**src/rtl/pcm_tsa_pkg.sv**
```systemverilog
package pcm_tsa_pkg;
  localparam int SLOT_W    = 6;
  localparam int BIT_W     = 3;
  localparam int POS_W     = SLOT_W + BIT_W;
  localparam int BYTE_W    = 1 << BIT_W;
  localparam int CMD_BITS  = 2 * BYTE_W;
  localparam int CNT_W     = $clog2(CMD_BITS + 2);
  localparam int DEFER     = 2;
  localparam int DLY_W     = $clog2(DEFER + 1);
  localparam logic [BYTE_W-1:0] OP_TX = 8'h29;
  localparam logic [BYTE_W-1:0] OP_RX = 8'h2A;

  typedef struct packed {
    logic              en;
    logic              port;
    logic [SLOT_W-1:0] slot;
  } slot_cfg_t;
endpackage

```
**src/rtl/pcm_tsa_ctrl.sv**
```systemverilog
module pcm_tsa_ctrl
  import pcm_tsa_pkg::*;
(
  input  logic      clk,
  input  logic      rst_n,
  input  logic      cs_n,
  input  logic      cclk,
  input  logic      cdi,
  output logic      load_tx,
  output logic      load_rx,
  output slot_cfg_t load_cfg
);
  localparam logic [CNT_W-1:0] CNT_FULL = CNT_W'(CMD_BITS);
  localparam logic [CNT_W-1:0] CNT_OVER = CNT_W'(CMD_BITS + 1);

  logic                cclk_q, cs_q;
  logic [CMD_BITS-1:0] sh_q, sh_d;
  logic [CNT_W-1:0]    cnt_q, cnt_d;
  logic                cclk_rise, cs_rise, cmd_ok;

  assign cclk_rise = cclk & ~cclk_q & ~cs_n;
  assign cs_rise   = cs_n & ~cs_q;
  assign cmd_ok    = cs_rise && (cnt_q == CNT_FULL);
  assign load_tx   = cmd_ok && (sh_q[CMD_BITS-1:BYTE_W] == OP_TX);
  assign load_rx   = cmd_ok && (sh_q[CMD_BITS-1:BYTE_W] == OP_RX);
  assign load_cfg  = slot_cfg_t'(sh_q[BYTE_W-1:0]);

  always_comb begin
    sh_d  = sh_q;
    cnt_d = cnt_q;
    if (cs_n) begin
      cnt_d = '0;
    end else if (cclk_rise) begin
      sh_d  = {sh_q[CMD_BITS-2:0], cdi};
      cnt_d = (cnt_q == CNT_OVER) ? cnt_q : cnt_q + 1'b1;
    end
  end

  always_ff @(posedge clk or negedge rst_n) begin
    if (!rst_n) begin
      cclk_q <= 1'b0;
      cs_q   <= 1'b1;
      sh_q   <= '0;
      cnt_q  <= '0;
    end else begin
      cclk_q <= cclk;
      cs_q   <= cs_n;
      sh_q   <= sh_d;
      cnt_q  <= cnt_d;
    end
  end

  p_load_on_cs_high_r6: assert property (@(posedge clk) disable iff (!rst_n)
    (load_tx || load_rx) |-> (cs_n && $past(!cs_n)));
endmodule

```
**src/rtl/pcm_tsa_timebase.sv**
```systemverilog
module pcm_tsa_timebase
  import pcm_tsa_pkg::*;
(
  input  logic             clk,
  input  logic             rst_n,
  input  logic             bclk_rise,
  input  logic             fs,
  input  logic             load,
  input  slot_cfg_t        load_cfg,
  output logic             frame_start,
  output logic [POS_W-1:0] pos,
  output logic             in_frame,
  output slot_cfg_t        act_cfg
);
  localparam logic [POS_W-1:0] POS_LAST = '1;
  localparam logic [DLY_W-1:0] DLY_INIT = DLY_W'(DEFER);

  logic             fs_q, fs_d;
  logic [POS_W-1:0] pos_d;
  logic             inf_d;
  slot_cfg_t        act_d, pend_q, pend_d;
  logic [DLY_W-1:0] dly_q, dly_d;

  assign frame_start = bclk_rise & fs & ~fs_q;

  always_comb begin
    fs_d   = bclk_rise ? fs : fs_q;
    pos_d  = pos;
    inf_d  = in_frame;
    act_d  = act_cfg;
    pend_d = pend_q;
    dly_d  = dly_q;
    if (frame_start) begin
      pos_d = '0;
      inf_d = 1'b1;
    end else if (bclk_rise && in_frame) begin
      if (pos == POS_LAST) inf_d = 1'b0;
      else                 pos_d = pos + 1'b1;
    end
    if (load) begin
      pend_d = load_cfg;
      dly_d  = DLY_INIT;
    end else if (frame_start && dly_q != '0) begin
      dly_d = dly_q - 1'b1;
      if (dly_q == DLY_W'(1)) act_d = pend_q;
    end
  end

  always_ff @(posedge clk or negedge rst_n) begin
    if (!rst_n) begin
      fs_q     <= 1'b0;
      pos      <= '0;
      in_frame <= 1'b0;
      act_cfg  <= '0;
      pend_q   <= '0;
      dly_q    <= '0;
    end else begin
      fs_q     <= fs_d;
      pos      <= pos_d;
      in_frame <= inf_d;
      act_cfg  <= act_d;
      pend_q   <= pend_d;
      dly_q    <= dly_d;
    end
  end

  p_act_only_at_start_r7: assert property (@(posedge clk) disable iff (!rst_n)
    !frame_start |=> $stable(act_cfg));
  p_start_bit0_r2: assert property (@(posedge clk) disable iff (!rst_n)
    frame_start |=> (pos == '0 && in_frame));
endmodule

```
**src/rtl/pcm_tsa_tx.sv**
```systemverilog
module pcm_tsa_tx
  import pcm_tsa_pkg::*;
(
  input  logic              clk,
  input  logic              rst_n,
  input  logic              bclk_rise,
  input  logic              frame_start,
  input  logic [POS_W-1:0]  pos,
  input  logic              in_frame,
  input  slot_cfg_t         cfg,
  input  logic [BYTE_W-1:0] tx_byte,
  output logic [1:0]        dx_data,
  output logic [1:0]        dx_oe
);
  localparam logic [BIT_W-1:0] TOP_BIT = BIT_W'(BYTE_W - 1);

  logic [BYTE_W-1:0] hold_q, hold_d;
  logic              hit, bit_v;

  assign hit   = in_frame && cfg.en && (pos[POS_W-1:BIT_W] == cfg.slot);
  assign bit_v = hold_q[TOP_BIT - pos[BIT_W-1:0]];

  always_comb begin
    hold_d = hold_q;
    if (frame_start) hold_d = tx_byte;
  end

  always_ff @(posedge clk or negedge rst_n) begin
    if (!rst_n) hold_q <= '0;
    else        hold_q <= hold_d;
  end

  for (genvar p = 0; p < 2; p++) begin : g_port
    assign dx_oe[p]   = hit && (cfg.port == 1'(p));
    assign dx_data[p] = dx_oe[p] && bit_v;
  end

  p_one_port_r3: assert property (@(posedge clk) disable iff (!rst_n)
    $onehot0(dx_oe));
  p_change_on_rise_r3: assert property (@(posedge clk) disable iff (!rst_n)
    !bclk_rise |=> ($stable(dx_oe) && $stable(dx_data)));
endmodule

```
**src/rtl/pcm_tsa_rx.sv**
```systemverilog
module pcm_tsa_rx
  import pcm_tsa_pkg::*;
(
  input  logic              clk,
  input  logic              rst_n,
  input  logic              bclk_fall,
  input  logic [POS_W-1:0]  pos,
  input  logic              in_frame,
  input  slot_cfg_t         cfg,
  input  logic [1:0]        dr,
  output logic [BYTE_W-1:0] rx_byte,
  output logic              rx_valid
);
  localparam logic [BIT_W-1:0] LAST_BIT = BIT_W'(BYTE_W - 1);

  logic [BYTE_W-2:0] sh_q, sh_d;
  logic [BYTE_W-1:0] byte_d;
  logic              valid_d, hit, din, take;

  assign hit  = in_frame && cfg.en && (pos[POS_W-1:BIT_W] == cfg.slot);
  assign din  = dr[cfg.port];
  assign take = bclk_fall && hit;

  always_comb begin
    sh_d    = sh_q;
    byte_d  = rx_byte;
    valid_d = 1'b0;
    if (take) begin
      sh_d = {sh_q[BYTE_W-3:0], din};
      if (pos[BIT_W-1:0] == LAST_BIT) begin
        byte_d  = {sh_q, din};
        valid_d = 1'b1;
      end
    end
  end

  always_ff @(posedge clk or negedge rst_n) begin
    if (!rst_n) begin
      sh_q     <= '0;
      rx_byte  <= '0;
      rx_valid <= 1'b0;
    end else begin
      sh_q     <= sh_d;
      rx_byte  <= byte_d;
      rx_valid <= valid_d;
    end
  end

  p_valid_single_r5: assert property (@(posedge clk) disable iff (!rst_n)
    rx_valid |=> !rx_valid);
  p_valid_after_fall_r5: assert property (@(posedge clk) disable iff (!rst_n)
    rx_valid |-> $past(bclk_fall));
endmodule

```
**src/rtl/pcm_tsa_top.sv**
```systemverilog
module pcm_tsa_top
  import pcm_tsa_pkg::*;
(
  input  logic              clk,
  input  logic              rst_n,
  input  logic              bclk,
  input  logic              fsx,
  input  logic              fsr,
  input  logic [BYTE_W-1:0] tx_byte,
  output logic [1:0]        dx_data,
  output logic [1:0]        dx_oe,
  output logic [1:0]        tsx_n,
  input  logic [1:0]        dr,
  output logic [BYTE_W-1:0] rx_byte,
  output logic              rx_valid,
  input  logic              cs_n,
  input  logic              cclk,
  input  logic              cdi
);
  logic [1:0]       rst_sync;
  logic             core_rst_n;
  logic             bclk_q, bclk_rise, bclk_fall;
  logic             load_tx, load_rx;
  slot_cfg_t        load_cfg;
  logic [1:0]       fs_v, load_v, start_v, inf_v;
  logic [POS_W-1:0] pos_v [2];
  slot_cfg_t        cfg_v [2];

  always_ff @(posedge clk or negedge rst_n) begin
    if (!rst_n) rst_sync <= 2'b00;
    else        rst_sync <= {rst_sync[0], 1'b1};
  end
  assign core_rst_n = rst_sync[1];

  always_ff @(posedge clk or negedge core_rst_n) begin
    if (!core_rst_n) bclk_q <= 1'b0;
    else             bclk_q <= bclk;
  end
  assign bclk_rise = bclk & ~bclk_q;
  assign bclk_fall = ~bclk & bclk_q;

  pcm_tsa_ctrl u_ctrl (
    .clk(clk), .rst_n(core_rst_n), .cs_n(cs_n), .cclk(cclk), .cdi(cdi),
    .load_tx(load_tx), .load_rx(load_rx), .load_cfg(load_cfg)
  );

  assign fs_v   = {fsr, fsx};
  assign load_v = {load_rx, load_tx};

  for (genvar d = 0; d < 2; d++) begin : g_dir
    pcm_tsa_timebase u_tb (
      .clk(clk), .rst_n(core_rst_n), .bclk_rise(bclk_rise), .fs(fs_v[d]),
      .load(load_v[d]), .load_cfg(load_cfg), .frame_start(start_v[d]),
      .pos(pos_v[d]), .in_frame(inf_v[d]), .act_cfg(cfg_v[d])
    );
  end

  pcm_tsa_tx u_tx (
    .clk(clk), .rst_n(core_rst_n), .bclk_rise(bclk_rise),
    .frame_start(start_v[0]), .pos(pos_v[0]), .in_frame(inf_v[0]),
    .cfg(cfg_v[0]), .tx_byte(tx_byte), .dx_data(dx_data), .dx_oe(dx_oe)
  );

  pcm_tsa_rx u_rx (
    .clk(clk), .rst_n(core_rst_n), .bclk_fall(bclk_fall),
    .pos(pos_v[1]), .in_frame(inf_v[1]), .cfg(cfg_v[1]), .dr(dr),
    .rx_byte(rx_byte), .rx_valid(rx_valid)
  );

  assign tsx_n = ~dx_oe;

  p_tsx_low_only_driving_r4: assert property (@(posedge clk) disable iff (!core_rst_n)
    (tsx_n != 2'b11) |-> (dx_oe != 2'b00));
endmodule

```
**config.mk**
```make
export PLATFORM = sky130hd
export DESIGN_NAME = pcm_tsa_top
export DESIGN_NICKNAME = d
export VERILOG_FILES = /design/src/rtl/pcm_tsa_pkg.sv /design/src/rtl/pcm_tsa_ctrl.sv /design/src/rtl/pcm_tsa_timebase.sv /design/src/rtl/pcm_tsa_tx.sv /design/src/rtl/pcm_tsa_rx.sv /design/src/rtl/pcm_tsa_top.sv
export SDC_FILE = /design/constraint.sdc
export NUM_CORES = 1
export LEC_CHECK = 0
export BUFFER_PORTS_ARGS = -buffer_cell sky130_fd_sc_hd__buf_4
export CORE_ASPECT_RATIO = 1.25
export CORE_MARGIN = 2
export CORE_UTILIZATION = 55
export CTS_BUF_LIST = sky130_fd_sc_hd__clkbuf_4 sky130_fd_sc_hd__clkbuf_8
export DETAILED_ROUTE_END_ITERATION = 8
export HOLD_SLACK_MARGIN = 0.03
export PLACE_DENSITY = 0.74
export SYNTH_ARGS = -nofsm -noshare
export SYNTH_HDL_FRONTEND = slang
export SYNTH_SLANG_ARGS = --single-unit
```
**constraint.sdc**
```tcl
create_clock -name clk -period 9.05 [get_ports clk]
set_input_delay 1.81 -clock clk [delete_from_list [all_inputs] [get_ports clk]]
set_output_delay 1.81 -clock clk [all_outputs]
set_load 0.02 [all_outputs]
```
* Word-level counts from Yosys, hierarchy flattened
Index checks and enable logic that the tools add are counted.
** Storage, ports and cells
- Register bits after elaboration :: 108
- Bits in latches :: 0
- RAM bits :: 0
- ROM bits :: 0
- Bits of input ports :: 18
- Logic and storage cells :: 131
- Memories :: 0
** Operators by class
- Add/sub/neg operators :: 6
- Multiply operators :: 0
- Div/mod/pow operators :: 0
- Order comparisons :: 2
- Equal/unequal tests :: 14
- Shifts and indexed selects :: 0
- Muxes and demuxes :: 25
- Bitwise logic cells :: 20
- Reductions and logical operators :: 34
** Operators by type and width (count)
- $mux 9 :: 6
- $add 9x1->9 const B :: 2
- $eq 9x9->1 const B :: 2
- $reduce_bool 2->1 :: 9
- $eq 8x6->1 const B :: 2
- $logic_and 1x1->1 :: 16
- $mux 5 :: 3
- $reduce_and 2->1 :: 7
- $eq 6x6->1 :: 2
- $mux 1 :: 11
- $eq 5x5->1 const B :: 2
- $not 1->1 :: 10
- $and 1x1->1 :: 9
- $mux 2 :: 4
- $reduce_and 3->1 :: 2
- $add 5x1->5 const B :: 1
- $eq 2x1->1 const B :: 2
- $lt 3x4->1 const B :: 1
- $ne 2x1->1 const B :: 2
- $sub 2x1->2 const B :: 2
- $bmux 1 s3 :: 1
- $eq 3x3->1 const B :: 1
- $sub 3x3->3 const A :: 1
- $lt 1x2->1 const B :: 1
- other kinds (2) :: 2

* Depth between registers and ports, before layout
- Depth after elaboration :: 7
- Gate-level depth with buffers :: 9

* Hierarchy
From an unflattened synthesis, not the netlist that was laid out.
** Unflattened totals
- Cells, all modules :: 375
- Area total of the unflattened synthesis :: 4967.3 µm²
** By module, submodules not included
- pcm_tsa_timebase :: instances 2, cells each 100, area an instance 1268.7 µm²
- pcm_tsa_ctrl :: instances 1, cells each 82, area an instance 1128.6 µm²
- pcm_tsa_rx :: instances 1, cells each 47, area an instance 720.7 µm²
- pcm_tsa_tx :: instances 1, cells each 38, area an instance 479.2 µm²
- pcm_tsa_top :: instances 1, cells each 8, area an instance 101.3 µm²

* Least setup slack after synthesis
OpenSTA, ideal clock, no wires.
- Path type :: register to output
- From :: register g_dir[0].u_tb.pos[6]
- To :: output port dx_data[1]
- Arrival :: 1.540 ns
- Required time :: 7.240 ns
- Slack :: 5.700 ns
- Cell stages (with the launch flop) :: 5
- Path buffers :: 0
- Cell sequence :: dfrtp_1 -> xor2_1 -> nor4_1 -> nand3_1 -> nor2_1
** On the way
- Cells in the longest elaborated chain, start to end :: 4
** Ends and longest elaborated chain
- from (decl) :: line pcm_tsa_timebase.sv:11 : output logic [POS_W-1:0] pos,
- from (signal assigned) :: line pcm_tsa_timebase.sv:59 : pos <= pos_d;
- $eq 6x6->1 :: line pcm_tsa_tx.sv:20 : assign hit = in_frame && cfg.en && (pos[POS_W-1:BIT_W] == cfg.slot);
- $logic_and 1x1->1 :: line pcm_tsa_tx.sv:20
- $logic_and 1x1->1 :: line pcm_tsa_tx.sv:34 : assign dx_oe[p] = hit && (cfg.port == 1'(p));
- $logic_and 1x1->1 :: line pcm_tsa_tx.sv:35 : assign dx_data[p] = dx_oe[p] && bit_v;
- to (decl) :: line pcm_tsa_top.sv:10 : output logic [1:0] dx_data,
No other way between the ends.

* Worst setup path in the final report
- From :: register g_dir[0].u_tb.pos[4]
- To :: output port dx_data[1]
Same word-level chain as after synthesis.

==> reports/results.txt <==
The run finished with clean final reports. Data on the critical path is required at its endpoint by 7.24 ns. Across the whole layout, storage elements account for 0.00271 sq mm. CTS saw 108 sinks. Number of warnings issued by yosys: 0. The tools report the number of levels in the clock H-tree as 3. The data arrival time of the critical path is 1.90 ns, and the global placer's final weighted congestion is 0.749.

TritonCTS built the clock tree. Counting I/O delays and the setup requirement, the final critical path takes 3.71 ns. The die covers 0.00943 sq mm. Max-cap violations in this run came to 0. Along the worst path, the maximum fanout reaches 4. The async set-or-reset flop fraction in the synthesized netlist was 1.00; the combined global-route utilization of all metal layers was 0.182.

Derived from the worst setup path, the maximum achievable clock frequency is 0.270 GHz. IR analysis of the VDD net gives a maximum drop of 124 uV. In this run the mean area of a mapped cell was 13.5 sq um.

The buffer type at the clock tree root is clkbuf_8. Using the TritonRoute via totals, the vias-per-cell ratio works out to 5.49. Summing all multi-input logic gate instances after layout gives 0.00198 sq mm.

The number of enable-type register cells in the synthesized netlist is 0, and the number of nets at the end of the flow is 422. Counting flops and latches in the post-synthesis netlist gives 108. Port buffering added 32 buffers.

Counting every net in the synthesized netlist gives 382. Counting every instance in the synthesized netlist gives 352. Summed over all cells, the static leakage comes to 0.00271 uW.

The area growth from synthesis to layout works out to 13.3%. The effective utilization at floorplan is 0.572, and the setup violation total in the final timing report is 0. The worst setup path is captured at an output pin. The run gives 625 as the number of filler cells placed in the layout. The worst hold path belongs to the class reg -> async. Adding up every negative setup slack in the final design gives 0 ns.

In the final routed layout, each cell accounts on average for 15.5 um. For the pin with the worst max-slew slack, the measured transition is 0.817 ns. The relative max-transition margin is 0.456, and the CTS clock-pin slew for the worst setup and hold paths is 0.09 ns. 0 antenna diodes ended up in the layout. The pin count of the biggest net entering global routing was 68; the clock latency of the later-clocked register in the worst-skew pair was 0.36 ns. Dividing total power by cell area gives a power density of 211 mW/mm^2.

The HPWL after detailed placement is 5.45 mm. The logs give 0 for the number of pins exceeding their max-slew limit in the final report and 2884 for the number of global-route vias before repair. The run gives 0 as the final number of hold-violating endpoints. The number of DRC markers after the initial detailed-route iteration was 104. The run gives 0 as the final global-route overflow total. In this run the vertical extent of the chip is 108 um.

The number of gates given a new drive strength after cts is 0, and the maximum clock skew at final layout is 0.00656 ns. Setup repair after global routing left no endpoint under its margin. In this run the cell area of the synthesized design comes to 0.00477 sq mm.

The final layout contains routed wiring with a total length of 7.67 mm. The portion of the clock cycle consumed by the worst path in the final layout was 0.410. In this run the remaining antenna-violating nets after routing total 0. The vias after detailed routing was 2713; the first-pass iteration count of the detailed router was 4. Post-CTS timing repair inserted 0 buffers for setup. In the synthesized netlist the dominant register cell turns out to be dfrtp_1.

The run gives 1140 uW as the final total power. The critical path in this run is classified as reg -> out. The placeable core region came out at 0.00833 sq mm. The category of the worst setup path launch point is a register. Clock tree synthesis inserted a total of 9 buffers. The number of antenna violations at the first check in global routing is 0. For this design the top-level I/O count stands at 33.

Row generation in the floorplan step produced 37 rows. The count of distinct cell types in the synthesized netlist was 42. In this run the deepest clock path goes through 2 buffers. The layout cell share with drive strength beyond 1 is 0.343. The global-route wire length before repair is 13.3 mm. Measured along the x axis, the die boundary spans 87.3 um.

The quantity of hold-fixing buffers added after cts was 0; the number of design rule violations left after detail routing was 0. The sequential area share after synthesis came out at 0.567.
==> power by group <==
| part | switching, uW | internal [uW] | total (uW) |
|---|---|---|---|
| Sequential | 66.0 | 546 | 612 |
| Combinational | 72.2 | 88.5 | 161 |
| Clock | 153 | 214 | 367 |
| Total | 291 | 848 | 1140 |
==> layout make-up <==
class,count,share of cell area
Clock buffer,13,0.0331
Multi-Input combinational cell,225,0.367
Clock inverter,3,0.0167
Inverter,11,0.00765
Timing Repair Buffer,37,0.0514
Tap cell,97,0.0225
Sequential cell,108,0.502
==> worst paths after layout <==
kind	from	to	slack (ns)	cells after the start
worst max-delay path	g_dir[0].u_tb.pos[4]	dx_data[1]	5.34	5
worst min-delay path	rst_sync[1]	u_ctrl.sh_q[0]	0.31	0
worst max register to register	g_dir[0].u_tb.pos[0]	g_dir[0].u_tb.pos[6]	6.75	9
worst min register to register	rst_sync[1]	u_ctrl.sh_q[0]	0.31	0
max in group asynchronous	rst_sync[1]	u_rx.sh_q[2]	7.55	1
min in group clk	rst_sync[0]	rst_sync[1]	0.36	0
==> cell usage after synthesis, types with 6 or more instances <==
| master | count | area share |
|---|---|---|
| and3_1 | 7 | 0.0092 |
| dfrtp_1 | 107 | 0.56 |
| ha_1 | 12 | 0.032 |
| inv_1 | 11 | 0.0087 |
| mux2_2 | 69 | 0.16 |
| mux2i_1 | 9 | 0.019 |
| nand2_1 | 14 | 0.011 |
| nand3_1 | 6 | 0.0063 |
| nand4_1 | 6 | 0.0079 |
| nor2_1 | 29 | 0.023 |
| xnor2_1 | 8 | 0.015 |
| xor2_1 | 22 | 0.040 |
==> worst max-delay path: stages, from the launching register on <==
cell and delay (ns):
dfrtp_1 0.46, xor2_1 0.20, nor4_1 0.40, nand3_1 0.19, nor2_1 0.14, buf_4 0.15
==> metrics by stage <==
step,hold slack (ns),setup WS (ns),area (sq um),instances,utilization
CTS,0.325,5.30,5400,494,0.648
global placement,0.315,5.58,5130,478,0.616
finish,0.307,5.34,5400,494,0.648
floorplan,0.331,5.70,4770,352,-
detailed placement,0.318,5.52,5130,478,0.616
global route,0.351,5.17,5400,494,0.648
==> state kept, by name (all words and copies together) (netlist names), 2 cells and up <==
register / flops
g_dir.u_tb.pos: 18
g_dir.u_tb.act_cfg: 16
g_dir.u_tb.pend_q: 16
u_ctrl.sh_q: 16
u_rx.rx_byte: 8
u_tx.hold_q: 8
u_rx.sh_q: 7
u_ctrl.cnt_q: 5
g_dir.u_tb.dly_q: 4
g_dir.u_tb.fs_q: 2
g_dir.u_tb.in_frame: 2
rst_sync: 2
==> kinds of logic after synthesis <==
family                     after synthesis  synth area share
DFF                                    108             0.567
and+or+nand+nor                         91             0.114
muxes                                   81             0.194
xor gates and xnor gates                30            0.0551
buffers and inverters                   19            0.0168
adders and majority gates               12            0.0315
AOI/OAI and AO/OA                       10            0.0210
other                                    1          0.000787
==> cells in the final DEF, fill, tap and decap left out, types with 3 or more instances in the layout <==
cell and instances:
nand3_1 6, inv_1 11, bufinv_16 3, and3_1 7, o21ai_0 3, buf_4 37, mux2i_1 9, mux2_2 69
nor4bb_1 3, dfrtp_1 106, nor2_1 29, xnor2_1 8, nand2_1 14, ha_1 12, nand4_1 6, clkbuf_8 13
xor2_1 22
==> per-layer routing <==
layer	routed length, um	GRT usage	vias to the layer above
met4	143	0.0758	0
met1	3320	0.228	1376
li1	-	-	1299
met5	0	0	-
met2	4000	0.306	28
met3	198	0.0374	10
(Power assumes the default switching activity.)
